## src/rtl/ecu_pkg.sv

```systemverilog
package ecu_pkg;

  typedef enum logic [1:0] {
    SEL_OFF  = 2'b00,
    SEL_RISE = 2'b01,
    SEL_FALL = 2'b10,
    SEL_BOTH = 2'b11
  } edge_sel_e;

  // Returns 1 when a qualified transition matches the channel's edge select.
  function automatic logic edge_hit(input logic [1:0] sel,
                                    input logic       rise,
                                    input logic       fall);
    return (rise && sel[0]) || (fall && sel[1]);
  endfunction

  // Fill level after one cycle. Overflow drops one entry before the push.
  function automatic int unsigned next_level(input int unsigned lvl,
                                             input int unsigned depth,
                                             input logic        push,
                                             input logic        pop);
    int unsigned n;
    n = lvl;
    if ((pop && lvl != 0) || (push && lvl == depth)) n = n - 1;
    if (push) n = n + 1;
    return n;
  endfunction

endpackage

```

## src/rtl/ecu_qualifier.sv

```systemverilog
module ecu_qualifier (
  input  logic clk,
  input  logic rst_n,
  input  logic pin,
  output logic rise,
  output logic fall
);
  logic s1, s2, s3, qlvl;
  logic accept;

  // A new level is accepted when it is seen on two consecutive sampled edges.
  assign accept = (s2 == s3) && (s2 != qlvl);
  assign rise   = accept && s2;
  assign fall   = accept && !s2;

  always_ff @(posedge clk or negedge rst_n) begin
    if (!rst_n) begin
      s1   <= 1'b0;
      s2   <= 1'b0;
      s3   <= 1'b0;
      qlvl <= 1'b0;
    end else begin
      s1 <= pin;
      s2 <= s1;
      s3 <= s2;
      if (accept) qlvl <= s2;
    end
  end

  // a qualified edge needs two stable samples, so two edges are never adjacent
  a_r1_no_back_to_back: assert property (@(posedge clk) disable iff (!rst_n)
    (rise || fall) |=> !(rise || fall));

endmodule

```

## src/rtl/ecu_fifo.sv

```systemverilog
module ecu_fifo #(
  parameter int unsigned DW    = 16,
  parameter int unsigned DEPTH = 2,
  localparam int unsigned CW   = $clog2(DEPTH + 1)
) (
  input  logic          clk,
  input  logic          rst_n,
  input  logic          push,
  input  logic [DW-1:0] din,
  input  logic          pop,
  output logic [DW-1:0] head,
  output logic [CW-1:0] level
);
  logic [DW-1:0] mem  [DEPTH];
  logic [DW-1:0] nmem [DEPTH];
  logic [CW-1:0] cnt, ncnt;
  logic          full, pop_ok, shift;

  assign full   = (cnt == CW'(DEPTH));
  assign pop_ok = pop && (cnt != '0);
  assign shift  = pop_ok || (push && full);
  assign head   = mem[0];
  assign level  = cnt;

  always_comb begin
    logic [CW-1:0] base;
    for (int i = 0; i < DEPTH; i++) nmem[i] = mem[i];
    if (shift)
      for (int i = 0; i < DEPTH - 1; i++) nmem[i] = mem[i+1];
    base = shift ? cnt - CW'(1) : cnt;
    if (push)
      for (int i = 0; i < DEPTH; i++)
        if (base == CW'(i)) nmem[i] = din;
    ncnt = CW'(ecu_pkg::next_level(int'(cnt), DEPTH, push, pop));
  end

  always_ff @(posedge clk or negedge rst_n) begin
    if (!rst_n) begin
      cnt <= '0;
      for (int i = 0; i < DEPTH; i++) mem[i] <= '0;
    end else begin
      cnt <= ncnt;
      for (int i = 0; i < DEPTH; i++) mem[i] <= nmem[i];
    end
  end

  // the fill level never exceeds the depth
  a_r4_level_bound: assert property (@(posedge clk) disable iff (!rst_n)
    cnt <= CW'(DEPTH));
  // a push into a full FIFO keeps it full
  a_r5_overflow_full: assert property (@(posedge clk) disable iff (!rst_n)
    (push && full) |=> (cnt == CW'(DEPTH)));
  // a pop without a push lowers the level by one
  a_r6_pop_drops: assert property (@(posedge clk) disable iff (!rst_n)
    (pop_ok && !push) |=> (cnt == $past(cnt) - CW'(1)));
  // a pop on an empty FIFO leaves it empty
  a_r6_empty_pop: assert property (@(posedge clk) disable iff (!rst_n)
    (pop && !push && cnt == '0) |=> (cnt == '0));

endmodule

```

## src/rtl/ecu_channel.sv

```systemverilog
module ecu_channel #(
  parameter int unsigned TW    = 16,
  parameter int unsigned DEPTH = 2,
  localparam int unsigned CW   = $clog2(DEPTH + 1)
) (
  input  logic          clk,
  input  logic          rst_n,
  input  logic [TW-1:0] tbase,
  input  logic          pin,
  input  logic [1:0]    sel,
  input  logic          mask,
  input  logic          clr,
  input  logic          pop,
  output logic [TW-1:0] data,
  output logic [CW-1:0] level,
  output logic          flag,
  output logic          irq
);
  logic q_rise, q_fall, hit;

  ecu_qualifier u_qual (
    .clk  (clk),
    .rst_n(rst_n),
    .pin  (pin),
    .rise (q_rise),
    .fall (q_fall)
  );

  assign hit = ecu_pkg::edge_hit(sel, q_rise, q_fall);

  ecu_fifo #(.DW(TW), .DEPTH(DEPTH)) u_fifo (
    .clk  (clk),
    .rst_n(rst_n),
    .push (hit),
    .din  (tbase),
    .pop  (pop),
    .head (data),
    .level(level)
  );

  always_ff @(posedge clk or negedge rst_n) begin
    if (!rst_n)   flag <= 1'b0;
    else if (hit) flag <= 1'b1;
    else if (clr) flag <= 1'b0;
  end

  assign irq = flag & mask;

  // the flag only rises after a stored capture
  a_r7_flag_source: assert property (@(posedge clk) disable iff (!rst_n)
    $rose(flag) |-> $past(hit));
  // with selection off no capture is stored
  a_r2_off_no_push: assert property (@(posedge clk) disable iff (!rst_n)
    (sel == ecu_pkg::SEL_OFF) |-> !hit);

endmodule

```

## src/rtl/edge_capture_unit.sv

```systemverilog
module edge_capture_unit #(
  parameter int unsigned NCH   = 3,
  parameter int unsigned TW    = 16,
  parameter int unsigned DEPTH = 2,
  localparam int unsigned CW   = $clog2(DEPTH + 1)
) (
  input  logic              clk,
  input  logic              rst_n,
  input  logic [TW-1:0]     tbase,
  input  logic [NCH-1:0]    cap_pin,
  input  logic [2*NCH-1:0]  edge_sel,
  input  logic [NCH-1:0]    irq_mask,
  input  logic [NCH-1:0]    flag_clr,
  input  logic [NCH-1:0]    rd_pop,
  output logic [NCH*TW-1:0] rd_data,
  output logic [CW*NCH-1:0] fifo_stat,
  output logic [NCH-1:0]    irq_flag,
  output logic [NCH-1:0]    irq
);
  for (genvar k = 0; k < NCH; k++) begin : g_ch
    ecu_channel #(.TW(TW), .DEPTH(DEPTH)) u_ch (
      .clk  (clk),
      .rst_n(rst_n),
      .tbase(tbase),
      .pin  (cap_pin[k]),
      .sel  (edge_sel[2*k +: 2]),
      .mask (irq_mask[k]),
      .clr  (flag_clr[k]),
      .pop  (rd_pop[k]),
      .data (rd_data[k*TW +: TW]),
      .level(fifo_stat[k*CW +: CW]),
      .flag (irq_flag[k]),
      .irq  (irq[k])
    );
  end

  // an interrupt is never raised on a masked channel
  a_r8_masked_quiet: assert property (@(posedge clk) disable iff (!rst_n)
    (irq & ~irq_mask) == '0);

endmodule

```

## config.mk

```make
export PLATFORM = sky130hd
export DESIGN_NAME = edge_capture_unit
export DESIGN_NICKNAME = d
export VERILOG_FILES = /design/src/rtl/ecu_pkg.sv /design/src/rtl/ecu_qualifier.sv /design/src/rtl/ecu_fifo.sv /design/src/rtl/ecu_channel.sv /design/src/rtl/edge_capture_unit.sv
export SDC_FILE = /design/constraint.sdc
export NUM_CORES = 1
export LEC_CHECK = 0
export BUFFER_PORTS_ARGS = -buffer_cell sky130_fd_sc_hd__buf_2
export CAP_MARGIN = 25
export CORE_MARGIN = 3
export CORE_UTILIZATION = 40
export CTS_BUF_LIST = sky130_fd_sc_hd__clkbuf_4 sky130_fd_sc_hd__clkbuf_8
export CTS_CLUSTER_DIAMETER = 60
export CTS_CLUSTER_SIZE = 8
export DETAILED_ROUTE_END_ITERATION = 8
export PLACE_DENSITY_LB_ADDON = 0.12
export SLEW_MARGIN = 10
export SYNTH_ARGS = -nofsm -noshare
export SYNTH_HDL_FRONTEND = slang
export SYNTH_SLANG_ARGS = --single-unit
```

## constraint.sdc

```tcl
create_clock -name clk -period 2.8 [get_ports clk]
set_clock_uncertainty 0.2 [all_clocks]
set_input_delay 0 -clock clk [delete_from_list [all_inputs] [get_ports clk]]
set_output_delay 0 -clock clk [all_outputs]
set_load 0.02 [all_outputs]
```

=== Yosys cells after proc, flatten, opt, wreduce, memory -nomap -nowiden ===
Index checks and enable logic that the tools add are counted.

* Flip-flop bits (word level): 117
* Input bits: 36

* Add/subtract/negate cells: 9
* Equality and inequality tests: 12
* Multiplexer cells: 27
* Bitwise operators: 3
* Reduce and logical (&&, ||, !) cells: 42

{| class="wikitable"
|+ Operators with widths
! cell !! count
|-
| 2-to-1 mux 16 bit || 9
|-
| 2-to-1 mux 32 bit || 3
|-
| logical AND 1 bit || 21
|-
| 2-to-1 mux 2 bit || 9
|-
| nonzero test 2 bit || 6
|-
| subtractor 2 x 1 -> 2 bit (second input constant) || 6
|-
| adder 2 x 1 -> 2 bit (second input constant) || 3
|-
| equality test 2 x 1 -> 1 bit (second input constant) || 3
|-
| equality test 2 bit (second input constant) || 3
|-
| zero test 2 bit || 3
|-
| logical OR 1 bit || 6
|-
| 2-to-1 mux 1 bit || 6
|-
| AND reduction 2 bit || 3
|-
| AND 1 bit || 3
|-
| equality test 1 bit || 3
|-
| zero test 1 bit || 3
|-
| inequality test 1 bit || 3
|}

=== Depth between registers and ports, before layout ===
Gate-level depths: netlist of the first run.

* Depth after elaboration: 11
* Mapped depth: 11

=== Cells and area by module ===
From an unflattened synthesis of the first run, not the netlist that was laid out.

* Cells, all modules: 522
* Area, all modules: 5,893.2 µm²

{| class="wikitable"
|+ Modules (own cells, without submodules)
! module !! times used !! cells an instance !! area an instance (µm²)
|-
| ecu_fifo || 3 || 162 || 1,784.2
|-
| ecu_qualifier || 3 || 7 || 128.9
|-
| ecu_channel || 3 || 5 || 51.3
|}

=== Worst setup path before layout of the first run ===
OpenSTA, ideal clock, no wires.

* Path type: reg2reg
* Start point: register g_ch[1].u_ch.u_fifo.cnt[0]
* End point: register g_ch[1].u_ch.u_fifo.mem, in the netlist g_ch[1].u_ch.u_fifo.head[10]
* Library setup time: 0.094 ns
* Arrival: 2.556 ns
* Required time: 2.506 ns
* Path slack: -0.050 ns
* Cell stages (with the launch flop): 12
* Buffers on the path: 3
* Cells stage by stage: dfrtp_1 > inv_1 > ha_1 > nor2b_4 > clkbuf_1 > a21o_1 > mux2i_1 > ha_1 > nor2b_1 > buf_6 > buf_6 > a221oi_2

{| class="wikitable"
|+ RTL lines
! what !! RTL line !! text
|-
| start: declaration || ecu_fifo.sv:16 || <nowiki>logic [CW-1:0] cnt, ncnt;</nowiki>
|-
| start signal: assignment || ecu_fifo.sv:42 || <nowiki>cnt <= ncnt;</nowiki>
|-
| end: declaration || ecu_fifo.sv:14 || <nowiki>logic [DW-1:0] mem [DEPTH];</nowiki>
|}

==> results.sh, run 1 <==
export IMPL_synthSimpleGateAreaFrac_pct=12.00
export IMPL_gp_congestion=0.7278
export IMPL_dieArea_mm2=0.01913
export IMPL_synth_cell_types=28
export IMPL_drv_cap=0
export IMPL_gr_total_overflow=0
export IMPL_hold_path_endpoint="g_ch[0].u_ch.u_fifo.level[0]"
export IMPL_root_buffer="clkbuf_8"
export IMPL_synth_area_leaders="dfrtp_1 (42%), mux2i_1 (7.6%), mux2_2 (7.2%)"
export IMPL_grt_max_degree=42
export IMPL_io_buffers=95
export IMPL_slew_viol_final=0
export IMPL_clk_pin_slew_worst_paths_ns=0.07
export IMPL_power_density_mw_per_mm2=1162
export IMPL_drive_above_1_share_pct=36.57
export IMPL_synth_seq_cells=117
export IMPL_drt_wl_total_um=17060
export IMPL_grt_pass1_wl_um=27010
export IMPL_min_period_over_period_pct=93.82
export IMPL_syn_inst=578
export IMPL_clock_latency_ns=0.44
export IMPL_grt_pass1_vias=4859
export IMPL_muxShareOfSynthArea_pct=15.67
export IMPL_grtUsageTotal_pct=17.89
export IMPL_cts_setup_buffers=0
export IMPL_cp_end_kind="flop"
export IMPL_synth_warnings=0
export IMPL_crit_arrival_ns=2.76
export IMPL_yosysTopAreaCellShare_pct=41.80
export IMPL_worst_slew_pin_slew_ns=0.7146
export IMPL_crit_type="reg -> reg"
export IMPL_timing_rr_start="g_ch[1].u_ch.u_fifo.level[0]"
export IMPL_hold_class="in -> reg"
export IMPL_grt_antenna_before_repair=0
export IMPL_dp_hpwl_um=10990
export IMPL_drt_vias_per_instance=5.410
export IMPL_start_util_pct=41.50
export IMPL_required_ns=2.94
export IMPL_drt_iter0_drc=221
export IMPL_r2r_end="g_ch[1].u_ch.u_fifo.head[15]"
export IMPL_ir_worst_vdd_uv=671.2
export IMPL_path_max_fanout=12
export IMPL_min_path_cells=5
export IMPL_area_growth_pct=12.67
export IMPL_status="finished clean"
export IMPL_syn_area_per_cell_um2=12.12
export IMPL_setup_viol=0
export IMPL_die_height_um=138.3
export IMPL_fmaxAchievable_mhz=380.7
export IMPL_die_w_um=138.3
export IMPL_cts_sinks=117
export IMPL_fillers=1551
export IMPL_firstDrtPassIters=4
export IMPL_drc=0
export IMPL_r2r_cells=8
export IMPL_cp_start_kind="flop"
export IMPL_cts_tree="done"
export IMPL_vias=4755
export IMPL_fp_row_count=47
export IMPL_synth_largest_area_cell="dfrtp_1"
export IMPL_final_nets=695
export IMPL_yosysSeqAreaShare_pct=41.80
export IMPL_synth_compound_area_share_pct=16.20
export IMPL_leakage_uw=0.003667
export IMPL_syn_area_mm2=0.007004
export IMPL_core_area_mm2=0.01688
export IMPL_synth_xor_area_share_pct=1.125
export IMPL_regToRegSetupSlack_ns=0.17
export IMPL_ant_nets=0
export IMPL_synth_top_family_by_area="compound AO/OA/AOI/OAI gates"
export IMPL_cts_buffers=17
export IMPL_fin_crit_ns=2.627
export IMPL_num_antenna_cells=0
export IMPL_slew_headroom_pct=52.36
export IMPL_setup_tns_ns=0
export IMPL_io_pins=96
export IMPL_place_inst=820
export IMPL_instances_no_fill=879
export IMPL_synth_adder_area_share_pct=2.572
export IMPL_postSynthNetCount=626
export IMPL_rsz0062_at_grt="false"
export IMPL_min_from="rd_pop[0]"
export IMPL_cts_max_level=4
export IMPL_hold_viol=0
export IMPL_clk_path_buf_depth=2
export IMPL_wl_per_cell_um=19.41
cell type report:
type	instances	area (um2)	share of cell area [%]
inverter	11	41.29	0.5232
multi-input combinational	360	3337	42.29
sequential	117	2928	37.10
tap	220	275.3	3.488
clock inverter	3	40.04	0.5074
clock buffer	28	354.1	4.487
timing repair buffer	140	915.9	11.61
flip-flops by register name, indices dropped and copies added, names as in the netlist:
signal	cells
g_ch.u_ch.u_fifo.head	48
g_ch.u_ch.u_fifo.mem	48
g_ch.u_ch.u_fifo.level	6
g_ch.u_ch.flag	3
g_ch.u_ch.u_qual.qlvl	3
g_ch.u_ch.u_qual.s1	3
g_ch.u_ch.u_qual.s2	3
g_ch.u_ch.u_qual.s3	3
critical path, stage by stage, from the launching register on:
cell      delay (ns)
dfrtp_1         0.43
inv_1           0.13
ha_1            0.28
a21o_1          0.23
mux2i_1         0.29
ha_1            0.36
nor2b_1         0.10
buf_4           0.21
a221oi_1        0.28
where the power goes:
group	internal [uW]	leakage (uW)	switching, uW	total [uW]
clock network	886	0.000210	659	1550
logic	2120	0.00203	2460	4590
registers	2440	0.00143	594	3040
total	5450	0.00367	3720	9170
kinds of logic (layout without fill, tap and decap cells):
logic type / Yosys count / in the layout
and+or+nand+nor: 123 / 123
DFF: 117 / 117
AOI/OAI and AO/OA: 111 / 111
muxes: 102 / 102
buffers and inverters: 101 / 182
adders and majority gates: 15 / 15
xor gates and xnor gates: 9 / 9
per-stage QoR:
stage / hold WS, ns / cell area, um2 / utilization [%] / total power (uW) / worst slack (ns)
3_5_place_dp: -0.1419 / 7194 / 42.63 / 7643 / 0.1714
3_3_place_gp: -0.1424 / 7194 / 42.63 / 7495 / 0.2295
5_1_grt: 0.1090 / 7891 / 46.76 / 9809 / 0.02734
6_report: 0.09443 / 7891 / 46.76 / 9168 / 0.1731
4_1_cts: 0.07224 / 7886 / 46.73 / 9262 / 0.1591
2_1_floorplan: -0.4956 / 7007 / - / 6940 / 0.04235
layer usage:
layer / GRT usage, % / wire length [um] / vias up
met3: 3.384 / 557 / 14
met4: 6.188 / 206 / 0
met5: 0 / 0 / -
li1: - / - / 2194
met1: 23.54 / 7824 / 2449
met2: 29.68 / 8471 / 98
cell usage after synthesis:
cell and count:
a211oi_1 51, a21o_1 5, a21o_2 1, a21oi_1 3, a221oi_1 15, a221oi_2 33
and2_1 51, buf_12 1, buf_4 63, buf_6 15, clkbuf_1 11, dfrtp_1 117
ha_1 12, inv_1 11, maj3_1 3, mux2_2 45, mux2_4 4, mux2i_1 53
nand2_1 3, nand2_4 3, nand2b_1 3, nand4b_1 3, nor2_1 3, nor2_8 3
nor2b_1 51, nor2b_4 3, o31ai_4 3, xnor2_1 9
worst max-delay path by stage:
| stage | from | end | slack (ns) | cells after the start |
|---|---|---|---|---|
| floorplan | g_ch[1].u_ch.u_fifo.level[0] | g_ch[1].u_ch.u_fifo.head[10] | 0.04 | 11 |
| global placement | g_ch[0].u_ch.u_fifo.level[0] | g_ch[0].u_ch.u_fifo.head[1] | 0.23 | 8 |
| detailed placement | g_ch[0].u_ch.u_fifo.level[0] | g_ch[0].u_ch.u_fifo.head[2] | 0.17 | 8 |
| CTS | g_ch[0].u_ch.u_fifo.level[0] | g_ch[0].u_ch.u_fifo.head[2] | 0.16 | 8 |
| global route | g_ch[1].u_ch.u_fifo.level[0] | g_ch[1].u_ch.u_fifo.head[1] | 0.03 | 8 |
| finish | g_ch[1].u_ch.u_fifo.level[0] | g_ch[1].u_ch.u_fifo.head[15] | 0.17 | 8 |
layout by cell type, fill, tap and decap left out, drive strengths merged:
cell	instances
dfrtp	117
buf	113
nor2b	54
mux2i	53
and2	51
a211oi	51
mux2	49
a221oi	48
clkbuf	28
dlygate4sd3	27
ha	12
inv	11
xnor2	9
a21o	6
nand2	6
nor2	6
nand4b	3
o31ai	3
nand2b	3
a21oi	3
maj3	3
clkinv	2
bufinv	1
what timing repair did:
action                                  in CTS  in global routing
endpoints found under the setup margin       0                 12
endpoints found under the hold margin      219                  0
hold buffers                                28                  0
resized for setup                            0                  2
Power figures use the tool's default switching activity.
==> run 2: changes to the inputs <==
Clock period 2.8 ns to 2.5 ns, I/O delays scaled along.
==> results.sh, run 2 (synthesis results as in run 1) <==
export IMPL_crit_type="reg -> reg"
export IMPL_ant_nets=0
export IMPL_clk_pin_slew_worst_paths_ns=0.07
export IMPL_r2r_cells=8
export IMPL_drt_vias_per_instance=5.309
export IMPL_drt_wl_total_um=17260
export IMPL_path_max_fanout=16
export IMPL_clock_latency_ns=0.44
export IMPL_min_path_cells=5
export IMPL_vias=4741
export IMPL_wl_per_cell_um=19.33
export IMPL_gp_congestion=0.7539
export IMPL_grt_antenna_before_repair=0
export IMPL_root_buffer="clkbuf_8"
export IMPL_dp_slack_ns=-0.2858
export IMPL_clk_path_buf_depth=2
export IMPL_dp_hpwl_um=11200
export IMPL_fp_row_count=47
export IMPL_cp_start_kind="flop"
export IMPL_core_area_mm2=0.01688
export IMPL_drive_above_1_share_pct=40.71
export IMPL_cts_max_level=4
export IMPL_ff_latch_area_mm2=0.002935
export IMPL_drv_cap=0
export IMPL_place_inst=830
export IMPL_rsz0062_at_grt="false"
export IMPL_mostFrequentLayoutCell="dfrtp_1"
export IMPL_area_growth_pct=15.52
export IMPL_grtUsageTotal_pct=18.08
export IMPL_crit_arrival_ns=2.51
export IMPL_slew_headroom_pct=51.33
export IMPL_hold_class="in -> reg"
export IMPL_die_height_um=138.3
export IMPL_worst_slew_pin_slew_ns=0.7301
export IMPL_die_w_um=138.3
export IMPL_slowest_stage="dfrtp_2"
export IMPL_max_stage_delay_ns=0.43
export IMPL_io_buffers=95
export IMPL_drt_iter0_drc=309
export IMPL_fillers=1551
export IMPL_fin_ws_ns=0.1110
export IMPL_gr_total_overflow=0
export IMPL_cts_tree="done"
export IMPL_power_density_mw_per_mm2=1330
export IMPL_cts_buffers=17
export IMPL_drc=0
export IMPL_layout_common_cells="dfrtp_1 (111), buf_2 (94), mux2i_1 (52)"
export IMPL_slew_viol_final=0
export IMPL_final_nets=708
export IMPL_hold_worst_slack_ns=0.1057
export IMPL_leakage_uw=0.003730
export IMPL_ir_worst_vdd_uv=579.1
export IMPL_regToRegSetupSlack_ns=0.11
export IMPL_fmaxAchievable_mhz=418.6
export IMPL_cts_sinks=117
export IMPL_fin_crit_ns=2.389
export IMPL_num_antenna_cells=0
export IMPL_start_util_pct=41.50
export IMPL_hold_viol=0
export IMPL_io_pins=96
export IMPL_status="finished clean"
export IMPL_cp_end_kind="flop"
export IMPL_grt_pass1_wl_um=27340
export IMPL_instances_no_fill=893
export IMPL_setup_tns_ns=0
export IMPL_firstDrtPassIters=4
export IMPL_min_period_over_period_pct=95.56
export IMPL_dieArea_mm2=0.01913
export IMPL_setup_viol=0
export IMPL_worstPathCellList="inv_1 > ha_4 > nor2b_4 > a21o_2 > mux2_4 > ha_2 > nand2_4 > mux2_2"
export IMPL_grt_pass1_vias=4918
export IMPL_grt_max_degree=39
export IMPL_multiInputGateArea_mm2=0.003416
export IMPL_required_ns=2.62
==> run 2: area by class of cell <==
class                      instances  share of cell area [%]
clock inverter                    10                   1.577
timing repair buffer             153                   12.43
tap                              220                   3.402
multi-input combinational        360                   42.21
inverter                          11                  0.5103
sequential                       117                   36.28
clock buffer                      22                   3.587
==> run 2: critical path: cells and delay by family, from the launching register on <==
family                     cells  cell delay, ns
buffers and inverters          1            0.12
muxes                          2            0.69
DFF                            1            0.43
adders and majority gates      2            0.35
and+or+nand+nor                2            0.26
AOI/OAI and AO/OA              1            0.22
==> run 2: path summary, 6_finish.rpt <==
kind	startpoint	endpoint
worst max-delay path	g_ch[0].u_ch.u_fifo.level[1]	g_ch[0].u_ch.u_fifo.mem[6]
worst min-delay path	rd_pop[1]	g_ch[1].u_ch.u_fifo.level[0]
worst max register to register	g_ch[0].u_ch.u_fifo.level[1]	g_ch[0].u_ch.u_fifo.mem[6]
worst min register to register	g_ch[0].u_ch.u_qual.s1	g_ch[0].u_ch.u_qual.s2
max in group asynchronous	rst_n	g_ch[0].u_ch.u_fifo.level[1]
min in group asynchronous	rst_n	g_ch[0].u_ch.u_fifo.head[5]
==> run 2: per-stage QoR <==
step                util (%)  total power, uW  area [um2]
floorplan                  -             7879        7084
global placement       43.38             8625        7322
detailed placement     43.38             8791        7322
CTS                    47.67            10770        8045
global route           47.94            11480        8092
finish                 47.94            10760        8092
==> run 2: timing repair <==
action                                  4_1_cts  5_1_grt
resized for setup                             3        5
hold buffers                                 28        0
endpoints found under the setup margin       21       47
endpoints found under the hold margin       219        0
buffers inserted                              0        3
pin swaps                                     1        1
==> run 2: layer usage <==
metal	GRT usage [%]	share of wire [%]	vias to the layer above
met2	29.01	48	93
li1	-	-	2224
met1	24.05	47	2406
met5	0	0	-
met4	6.604	1.9	0
met3	4.109	3.1	18
==> run 2: report_power, final <==
part           switching (uW)  internal (uW)  total, uW
combinational            2880           2610       5490
clock                     776           1080       1850
sequential                674           2740       3420
total                    4330           6430      10800
